<file path="config.mk">
export PLATFORM = sky130hd
export DESIGN_NAME = adc_group_buffer
export DESIGN_NICKNAME = d
export VERILOG_FILES = /design/src/rtl/adc_buf_pkg.sv /design/src/rtl/adc_buf_rst_sync.sv /design/src/rtl/adc_buf_mem.sv /design/src/rtl/adc_buf_ctrl.sv /design/src/rtl/adc_buf_thresh.sv /design/src/rtl/adc_group_buffer.sv
export SDC_FILE = /design/constraint.sdc
export NUM_CORES = 1
export LEC_CHECK = 0
export BUFFER_PORTS_ARGS = -buffer_cell sky130_fd_sc_hd__buf_4
export CORE_MARGIN = 2
export CORE_UTILIZATION = 60
export CTS_BUF_LIST = sky130_fd_sc_hd__clkbuf_8
export CTS_CLUSTER_DIAMETER = 200
export DETAILED_ROUTE_END_ITERATION = 8
export GPL_TIMING_DRIVEN = 1
export MAX_ROUTING_LAYER = met4
export PLACE_DENSITY = 0.78
export SYNTH_ARGS = -nofsm -noshare
export SYNTH_HDL_FRONTEND = slang
export SYNTH_SLANG_ARGS = --single-unit
</file>
<file path="constraint.sdc">
create_clock -name clk -period 1.86 [get_ports clk]
set_clock_uncertainty 0.2 [all_clocks]
set_input_delay 0.093 -clock clk [delete_from_list [all_inputs] [get_ports clk]]
set_output_delay 0.093 -clock clk [all_outputs]
set_load 0.02 [all_outputs]
</file>
<file path="src/rtl/adc_buf_pkg.sv">
package adc_buf_pkg;

  // Action taken on the incoming result in a given cycle
  typedef enum logic [1:0] {
    WR_IDLE    = 2'd0,  // nothing presented
    WR_STORE   = 2'd1,  // result appended
    WR_RESTART = 2'd2,  // memory discarded, result becomes sole entry
    WR_DROP    = 2'd3   // result lost (overrun or stall)
  } wr_act_e;

  function automatic logic is_stored(input wr_act_e a);
    return (a == WR_STORE) || (a == WR_RESTART);
  endfunction

endpackage

</file>
<file path="src/rtl/adc_buf_rst_sync.sv">
module adc_buf_rst_sync #(
  parameter int STAGES = 2
) (
  input  logic clk,
  input  logic rst_n,
  output logic rst_sync_n
);

  logic [STAGES-1:0] sync_q;
  logic [STAGES-1:0] sync_d;

  always_comb begin
    sync_d = {sync_q[STAGES-2:0], 1'b1};
  end

  always_ff @(posedge clk or negedge rst_n) begin
    if (!rst_n) sync_q <= '0;
    else        sync_q <= sync_d;
  end

  assign rst_sync_n = sync_q[STAGES-1];

endmodule

</file>
<file path="src/rtl/adc_buf_mem.sv">
module adc_buf_mem #(
  parameter int DATA_W = 12,
  parameter int DEPTH  = 16,
  parameter int PTR_W  = $clog2(DEPTH)
) (
  input  logic              clk,
  input  logic              wr_en,
  input  logic [PTR_W-1:0]  wr_ptr,
  input  logic [DATA_W-1:0] wr_data,
  input  logic [PTR_W-1:0]  rd_ptr,
  output logic [DATA_W-1:0] rd_word
);

  logic [DATA_W-1:0] entry_q [DEPTH];

  // One clock-enabled register bank per slot; storage needs no reset
  for (genvar g = 0; g < DEPTH; g++) begin : g_slot
    logic slot_en;
    assign slot_en = wr_en && (wr_ptr == PTR_W'(g));
    always_ff @(posedge clk) begin
      if (slot_en) entry_q[g] <= wr_data;
    end
  end

  always_comb begin
    rd_word = entry_q[rd_ptr];
  end

endmodule

</file>
<file path="src/rtl/adc_buf_ctrl.sv">
module adc_buf_ctrl
  import adc_buf_pkg::*;
#(
  parameter int DEPTH = 16,
  parameter int PTR_W = $clog2(DEPTH),
  parameter int CNT_W = $clog2(DEPTH + 1)
) (
  input  logic             clk,
  input  logic             rst_n,
  input  logic             res_valid,
  input  logic             rd_pop,
  input  logic             wrap_en,
  input  logic             ovr_clr,
  output wr_act_e          wr_act,
  output logic [PTR_W-1:0] wr_ptr,
  output logic [PTR_W-1:0] rd_ptr,
  output logic             pop_ok,
  output logic [CNT_W-1:0] fill_level,
  output logic             ovr_flag
);

  localparam logic [CNT_W-1:0] FULL_LVL = CNT_W'(DEPTH);
  localparam logic [PTR_W-1:0] LAST_PTR = PTR_W'(DEPTH - 1);

  logic [PTR_W-1:0] wr_ptr_q, wr_ptr_d;
  logic [PTR_W-1:0] rd_ptr_q, rd_ptr_d;
  logic [CNT_W-1:0] cnt_q, cnt_d;
  logic             stall_q, stall_d;
  logic             ovr_q, ovr_d;
  logic             full_eff;
  wr_act_e          act;

  function automatic logic [PTR_W-1:0] ptr_inc(input logic [PTR_W-1:0] p);
    return (p == LAST_PTR) ? '0 : p + 1'b1;
  endfunction

  // Decide what happens to the incoming result
  always_comb begin
    pop_ok   = rd_pop && (cnt_q != '0);
    full_eff = (cnt_q == FULL_LVL) && !pop_ok;
    if (!res_valid)    act = WR_IDLE;
    else if (stall_q)  act = WR_DROP;
    else if (full_eff) act = wrap_en ? WR_RESTART : WR_DROP;
    else               act = WR_STORE;
  end

  // Next-state for pointers, level, stall and overrun
  always_comb begin
    wr_ptr_d = wr_ptr_q;
    rd_ptr_d = rd_ptr_q;
    cnt_d    = cnt_q;
    unique case (act)
      WR_STORE: begin
        wr_ptr_d = ptr_inc(wr_ptr_q);
        if (pop_ok) rd_ptr_d = ptr_inc(rd_ptr_q);
        else        cnt_d    = cnt_q + 1'b1;
      end
      WR_RESTART: begin
        rd_ptr_d = wr_ptr_q;
        wr_ptr_d = ptr_inc(wr_ptr_q);
        cnt_d    = CNT_W'(1);
      end
      default: begin
        if (pop_ok) begin
          rd_ptr_d = ptr_inc(rd_ptr_q);
          cnt_d    = cnt_q - 1'b1;
        end
      end
    endcase
    stall_d = (stall_q || (act == WR_DROP)) && (cnt_d != '0);
    if (act == WR_DROP) ovr_d = 1'b1;
    else if (ovr_clr)   ovr_d = 1'b0;
    else                ovr_d = ovr_q;
  end

  always_ff @(posedge clk or negedge rst_n) begin
    if (!rst_n) begin
      wr_ptr_q <= '0;
      rd_ptr_q <= '0;
      cnt_q    <= '0;
      stall_q  <= 1'b0;
      ovr_q    <= 1'b0;
    end else begin
      wr_ptr_q <= wr_ptr_d;
      rd_ptr_q <= rd_ptr_d;
      cnt_q    <= cnt_d;
      stall_q  <= stall_d;
      ovr_q    <= ovr_d;
    end
  end

  assign wr_act     = act;
  assign wr_ptr     = wr_ptr_q;
  assign rd_ptr     = rd_ptr_q;
  assign fill_level = cnt_q;
  assign ovr_flag   = ovr_q;

endmodule

</file>
<file path="src/rtl/adc_buf_thresh.sv">
module adc_buf_thresh #(
  parameter int THR_W = 8
) (
  input  logic             clk,
  input  logic             rst_n,
  input  logic             thr_load,
  input  logic [THR_W-1:0] thr_value,
  input  logic             grp_active,
  input  logic             stored,
  input  logic             thr_clr,
  input  logic             irq_en,
  output logic             thr_flag,
  output logic             irq
);

  localparam logic [THR_W-1:0] ONE = THR_W'(1);

  logic [THR_W-1:0] cnt_q, cnt_d;
  logic             flag_q, flag_d;
  logic             load_ok;
  logic             hit;

  always_comb begin
    load_ok = thr_load && !grp_active;
    hit     = !load_ok && stored && (cnt_q == ONE);
    cnt_d   = cnt_q;
    if (load_ok)                     cnt_d = thr_value;
    else if (stored && cnt_q != '0)  cnt_d = cnt_q - 1'b1;
    if (hit)          flag_d = 1'b1;
    else if (thr_clr) flag_d = 1'b0;
    else              flag_d = flag_q;
  end

  always_ff @(posedge clk or negedge rst_n) begin
    if (!rst_n) begin
      cnt_q  <= '0;
      flag_q <= 1'b0;
    end else begin
      cnt_q  <= cnt_d;
      flag_q <= flag_d;
    end
  end

  assign thr_flag = flag_q;
  assign irq      = flag_q && irq_en;

endmodule

</file>
<file path="src/rtl/adc_group_buffer.sv">
module adc_group_buffer
  import adc_buf_pkg::*;
#(
  parameter int DATA_W = 12,
  parameter int DEPTH  = 16,
  parameter int THR_W  = 8,
  localparam int PTR_W = $clog2(DEPTH),
  localparam int CNT_W = $clog2(DEPTH + 1)
) (
  input  logic              clk,
  input  logic              rst_n,
  input  logic              res_valid,
  input  logic [DATA_W-1:0] res_data,
  input  logic              rd_pop,
  output logic [DATA_W-1:0] rd_data,
  input  logic              thr_load,
  input  logic [THR_W-1:0]  thr_value,
  input  logic              grp_active,
  input  logic              wrap_en,
  input  logic              irq_en,
  input  logic              ovr_clr,
  input  logic              thr_clr,
  output logic [CNT_W-1:0]  fill_level,
  output logic              ovr_flag,
  output logic              thr_flag,
  output logic              irq
);

  logic              rst_int_n;
  wr_act_e           wr_act;
  logic [PTR_W-1:0]  wr_ptr;
  logic [PTR_W-1:0]  rd_ptr;
  logic              pop_ok;
  logic              stored;
  logic [DATA_W-1:0] rd_word;
  logic [DATA_W-1:0] rd_data_q, rd_data_d;

  adc_buf_rst_sync #(.STAGES(2)) u_rst (
    .clk        (clk),
    .rst_n      (rst_n),
    .rst_sync_n (rst_int_n)
  );

  adc_buf_ctrl #(.DEPTH(DEPTH), .PTR_W(PTR_W), .CNT_W(CNT_W)) u_ctrl (
    .clk        (clk),
    .rst_n      (rst_int_n),
    .res_valid  (res_valid),
    .rd_pop     (rd_pop),
    .wrap_en    (wrap_en),
    .ovr_clr    (ovr_clr),
    .wr_act     (wr_act),
    .wr_ptr     (wr_ptr),
    .rd_ptr     (rd_ptr),
    .pop_ok     (pop_ok),
    .fill_level (fill_level),
    .ovr_flag   (ovr_flag)
  );

  assign stored = is_stored(wr_act);

  adc_buf_mem #(.DATA_W(DATA_W), .DEPTH(DEPTH), .PTR_W(PTR_W)) u_mem (
    .clk     (clk),
    .wr_en   (stored),
    .wr_ptr  (wr_ptr),
    .wr_data (res_data),
    .rd_ptr  (rd_ptr),
    .rd_word (rd_word)
  );

  adc_buf_thresh #(.THR_W(THR_W)) u_thr (
    .clk        (clk),
    .rst_n      (rst_int_n),
    .thr_load   (thr_load),
    .thr_value  (thr_value),
    .grp_active (grp_active),
    .stored     (stored),
    .thr_clr    (thr_clr),
    .irq_en     (irq_en),
    .thr_flag   (thr_flag),
    .irq        (irq)
  );

  // Read data register: updated on every pop, zero for an empty pop
  always_comb begin
    rd_data_d = pop_ok ? rd_word : '0;
  end

  always_ff @(posedge clk or negedge rst_int_n) begin
    if (!rst_int_n)  rd_data_q <= '0;
    else if (rd_pop) rd_data_q <= rd_data_d;
  end

  assign rd_data = rd_data_q;

endmodule

</file>
==> metrics.txt, run 1 <==
worst-margin pin slew=565.7 ps; Inserted Clock Buffers=37; 1st-pass router iterations=5; final core occ=78.74%; Distinct cells, synth=63; reg-to-reg endpoint=u_mem.entry_q[5][10]; min Tclk post-route=2557 ps; Hold Path Class=in2reg; critical path fanouts, max=7; crit share post-route=137.5%; MaxCap Viol Count=0; Fin. Hold Viols=0; Starting DRT DRC Count=406; layout cells sized above 1=43.94%; gr ovfl total=0; area leader, netlist=edfxtp_1; most frequent cells after synthesis=edfxtp_1, dfrtp_1, mux4_2; worst r2r src=u_ctrl.fill_level[0]; post-layout worst setup margin=-697.4 ps; Skew-Pair Late Insertion Delay=530 ps; top cell type's share of synthesized area=60.38%; std cell rows=46; top-count cell post-synth=edfxtp_1; clock sinks=230; Synth Register Bits=230; Layout area overhead=29.56%; RSZ-0062 raised after global routing=true; Routed WL=22320 um; final setup fails=227; Die Ht=130.2 um; Worst Path Arrival=2600 ps; failing checks=negative setup slack; Mapped Nets=543; highest clock rate=391.0 MHz; die area=16940 um2; end of the worst hold path=u_thr.cnt_q[3]; IO Count=50; core area=15710 um2; PwrDens=1463 nW/um2; ANT cells=0; first-pass GRT wire length=33550 um; Overall Global Routing Usage=28.36%; Placer Congestion=0.9080; CTS tree=yes; LEAKAGE=4.451 nW; worst relative slew slack=62.29%; Die X=130.2 um; Buffers on Ports=49; Longest Clk Path Bufs=3; crit start category=flop; largest net degree at the start of global routing=37; drt drc=0; dpl hpwl=12620 um; CP Data Required Time=1900 ps; synthesized area per cell=19.14 um2; Metal-1 WL=8591 um; antenna violations before repair=0; FF-to-FF setup slack=-700 ps; Crit Path Class=reg2reg; Netlist Area Pre-Place=9549 um2; number of synthesized flops with an enable pin=192; Syn Inst Count=499; Cells on Worst Hold Path=3; clock transition at the registers of the reported paths=70 ps; HP Start=grp_active; Highest Signal Layer=met4; initial cell density of the core=60.77%; Synth Flop Type=edfxtp_1; synth warn=0; Final Instance Area=12370 um2; post-synthesis sequential area ratio=70.34%; max-slew violation count=0; Via density=6.051; Filler cells=821; maximum VDD drop=0.0009913 V; met3 wire length=1458 um; Setup WS pre-CTS=-723.7 ps; FF-to-FF path depth=11; FFs w/ async S/R, synth=16.52%; synth top area cells=edfxtp_1, dfrtp_1, mux4_2; Root Driver=clkbuf_8; outcome=finished, violations left; DR WL/cell=24.33 um; H-tree Lvls=2; vias in the first global route=5817; Final #Nets=717; Placed Area=10850 um2; Met2 Wirelength=11630 um; Vias=5549; Final ANT Viol Nets=0; endpoint type of the worst setup path=flop
-- worst max-delay path, cell delays in order, from the launching register on --
cell       delay (ps)
dfrtp_2           410
inv_2              80
ha_4              130
and4b_1           240
nand3b_1          100
nand2_2           120
ha_4              250
buf_6             150
nor2b_4           120
nand2_2            70
nor2_4            190
clkbuf_16         200
-- report_power, final --
group	internal (mW)	switching [mW]
combinational	3.76	3.38
sequential	6.36	0.469
clock	2.16	1.97
total	12.3	5.82
-- cells in the final DEF, fill, tap and decap left out, drive strengths merged, types with 4 or more instances in the layout --
cell type    netlist  layout
dfrtp             38      38
a22o              12      12
ha                14      14
nor3              10      10
inv               13      25
nor2              24      24
mux4              60      60
a21oi             13      13
o21ai              9       9
nor2b              4       4
clkinv             1      15
dlygate4sd3        0      30
clkbuf            10      38
buf               16     132
nand2             21      21
edfxtp           192     192
nand2b             4       4
xnor2              6       6
xor2               4       4
-- routing by layer --
layer  track usage (%)  vias up
li1                  -     2356
met3             5.002       56
met2             47.27      260
met1             35.89     2877
met4             9.488        0
met5                 -        -
-- final cells by class --
class | count | area [um2] | area share (%)
timing repair buffer | 163 | 1707 | 13.79
tap | 216 | 270.3 | 2.184
multi-input combinational | 227 | 2894 | 23.39
clock buffer | 37 | 509.2 | 4.116
sequential | 230 | 6726 | 54.37
clock inverter | 30 | 186.4 | 1.507
inverter | 14 | 78.83 | 0.6371
-- worst max path at each step --
stage / startpoint / endpoint / cells after the start / slack, ps
detailed placement: u_ctrl.fill_level[1] / u_thr.cnt_q[5] / 10 / -720
global route: u_ctrl.fill_level[1] / u_ctrl.stall_q / 12 / -810
global placement: u_ctrl.fill_level[0] / u_ctrl.stall_q / 11 / -620
floorplan: u_ctrl.fill_level[0] / u_mem.entry_q[3][0] / 9 / -710
finish: u_ctrl.fill_level[0] / u_mem.entry_q[5][10] / 11 / -700
CTS: u_ctrl.fill_level[0] / u_ctrl.stall_q / 12 / -620
-- stage by stage --
stage	hold WS, ps	TNS, ps	power, mW	std cells
final	61.93	-125110	18.10	917
after global routing	81.91	-148820	18.89	917
after CTS	7.342	-111770	18.11	917
after detailed placement	-323.3	-118320	12.96	798
after global placement	-324.4	-102950	12.77	798
after floorplan	-402.6	-120390	11.00	499
-- logic make-up (layout without fill, tap and decap cells) --
logic type	Yosys count	count (layout)	share of synthesized area, %
DFF	230	230	70.34
and+or+nand+nor	88	88	4.992
muxes	64	64	15.50
AOI/OAI and AO/OA	50	50	3.656
buffers and inverters	42	244	2.725
adders and majority gates	14	14	1.834
xor gates and xnor gates	10	10	0.9171
other	1	1	0.03927
-- flip-flops by register name, indices dropped and copies added, names as in the netlist --
register           count
u_ctrl.stall_q         1
rd_data               12
u_ctrl.rd_ptr          4
u_thr.thr_flag         1
u_ctrl.fill_level      5
u_ctrl.ovr_flag        1
u_thr.cnt_q            8
u_mem.entry_q        192
u_rst.sync_q           2
u_ctrl.wr_ptr          4
-- timing repair --
action / CTS / global route
pin swaps: 20 / 13
endpoints found under the setup margin: 228 / 228
hold endpoints to repair: 210 / 0
buffers inserted: 19 / 10
cloned: 4 / 1
gates resized for setup: 50 / 19
hold buffers: 30 / 0
Power figures use the tool's default switching activity.
==> inputs of run 2 (changes only) <==
--- a/config.mk
+++ b/config.mk
@@ -14,6 +14,7 @@
 export GPL_TIMING_DRIVEN = 1
 export MAX_ROUTING_LAYER = met4
 export PLACE_DENSITY = 0.78
+export SETUP_SLACK_MARGIN = 0.3
 export SYNTH_ARGS = -nofsm -noshare
 export SYNTH_HDL_FRONTEND = slang
 export SYNTH_SLANG_ARGS = --single-unit
==> constraint.sdc (replaced) <==
create_clock -name clk -period 3.2 [get_ports clk]
set_clock_uncertainty 0.2 [all_clocks]
set_input_delay 0.16 -clock clk [delete_from_list [all_inputs] [get_ports clk]]
set_output_delay 0.16 -clock clk [all_outputs]
set_load 0.02 [all_outputs]
==> metrics.txt, run 2 (synthesis results as in run 1) <==
endpoint type of the worst setup path=flop; gr ovfl total=0; clock transition at the registers of the reported paths=60 ps; crit share post-route=85.33%; PwrDens=820.3 nW/um2; Cell Int Power=6.399 mW; reg-to-reg endpoint=u_mem.entry_q[5][3]; Fin. Hold Viols=0; Switching Share=31.18%; Crit Path Class=reg2reg; dpl hpwl=12510 um; drt drc=0; CTS tree=yes; max-slew violation count=0; final setup fails=0; maximum VDD drop=0.0005970 V; highest clock rate=366.2 MHz; MaxCap Viol Count=0; Hold Path Class=in2reg; Starting DRT DRC Count=494; layout cells sized above 1=30.93%; Routed WL=19790 um; critical path fanouts, max=12; antenna violations before repair=0; FF-to-FF path depth=10; H-tree Lvls=2; Final ANT Viol Nets=0; FF-to-FF setup slack=470 ps; min Tclk post-route=2730 ps; DR WL/cell=22.77 um; Largest register FFs=192; CP Data Required Time=3170 ps; vias in the first global route=5356; std cell rows=46; Worst Path Arrival=2700 ps; Die Ht=130.2 um; most frequent CP cell=ha_4; Via density=6.078; Root Driver=clkbuf_8; combinational share of power=31.0%; Buffers on Ports=49; HP Start=wrap_en; Die X=130.2 um; end of the worst hold path=u_ctrl.rd_ptr[3]; Longest Clk Path Bufs=3; Placer Congestion=0.8928; Layout area overhead=18.70%; Inserted Clock Buffers=37; die area=16940 um2; worst-margin pin slew=935.8 ps; Vias=5282; largest net degree at the start of global routing=37; worst path bufs/invs=3; worst relative slew slack=37.39%; IO Count=50; sequential share of power=44.2%; Cells on Worst Hold Path=5; ANT cells=0; outcome=completed; most frequent cells in the layout=edfxtp_1, buf_4, clkbuf_8, mux4_2, dfrtp_1; commonest non-fill, non-tap cell in the layout=edfxtp_1; total setup buffers inserted after CTS=0; max incr delay on CP=410 ps; Top reg by flops=u_mem.entry_q; sw power=2.899 mW; Slowest cell on crit path=dfrtp_2; Skew-Pair Late Insertion Delay=530 ps; setup TNS=0 ps; clock sinks=230; worst r2r src=u_ctrl.fill_level[0]; Final #Nets=670; first-pass GRT wire length=29980 um; Fin Hold WS=52.80 ps; LEAKAGE=4.155 nW; crit start category=flop; Overall Global Routing Usage=25.23%; Clock Power Share=24.8%; crit-path cells=inv_2 -> ha_4 -> and4b_1 -> o21ai_1 -> inv_1 -> ha_4 -> buf_4 -> nor2b_1 -> nand2_1 -> nor2_4; crit-path leading delay family=simple AND/OR/NAND/NOR gates; initial cell density of the core=60.77%; RSZ-0062 raised after global routing=false; 1st-pass router iterations=5; core area=15710 um2
[run 2: changes by cell type in the layout (fill, tap and decap cells not counted), moves of 9 or more]
cell    before  now
nor2_1      10   19
buf_12      27    2
mux4_2      60   37
nor2_4      13    1
mux4_1       0   23
buf_6       14    0
[run 2: final cells by class]
cell class | instances | area, um2
Clock buffer | 38 | 523.0
Multi-Input combinational cell | 227 | 2648
Clock inverter | 28 | 153.9
Fill cell | 940 | 4378
Sequential cell | 230 | 6723
Tap cell | 216 | 270.3
Inverter | 14 | 53.80
Timing Repair Buffer | 116 | 963.4
[run 2: worst max path at each step]
stage                         start                    to  depth (start not counted)
2_1_floorplan  u_ctrl.fill_level[0]  u_mem.entry_q[12][0]                          9
3_3_place_gp   u_ctrl.fill_level[0]   u_mem.entry_q[5][5]                         10
3_5_place_dp   u_ctrl.fill_level[0]        u_ctrl.stall_q                         11
4_1_cts        u_ctrl.fill_level[0]   u_mem.entry_q[5][3]                         10
5_1_grt        u_ctrl.fill_level[1]        u_ctrl.stall_q                         12
6_report       u_ctrl.fill_level[0]   u_mem.entry_q[5][3]                         10
[run 2: power by group through the flow]
stage               clock, mW  combinational [mW]  sequential [mW]
CTS                      2.36                2.86             4.11
global placement            0                2.77             4.13
finish                   2.31                2.88             4.11
global route             2.49                3.08             4.16
floorplan                   0                2.11             4.02
detailed placement          0                2.82             4.16
[run 2: repair_timing]
action | CTS | global route
hold endpoints to repair | 207 | 0
endpoints found under the setup margin | 135 | 116
resized for setup | 4 | 5
hold buffers | 27 | 0
[run 2: tightest hold or removal path, delay by kind of cell]
kind | cells | cell delay [ps]
compound gates | 1 | 80
fa+ha+maj | 1 | 200
simple gates | 2 | 200
buf+inv | 1 | 80
[run 2: metrics by stage]
stage                     power (mW)  setup WS, ps  util [%]  instances  area (um2)
final                          9.298         469.5     72.14        869       11330
after global routing           9.726         306.8     72.14        869       11330
after CTS                      9.329         316.7     71.99        869       11310
after detailed placement       6.978         134.7     65.90        776       10350
after global placement         6.895         216.3     65.90        776       10350
after floorplan                6.128         238.1         -        499        9595
[run 2: layer usage]
| layer | GRT usage, % | part of all wire (%) |
|---|---|---|
| met3 | 5.207 | 7.7 |
| met2 | 37.39 | 48 |
| met1 | 35.16 | 42 |
| met5 | - | 0 |
| met4 | 9.994 | 2.6 |
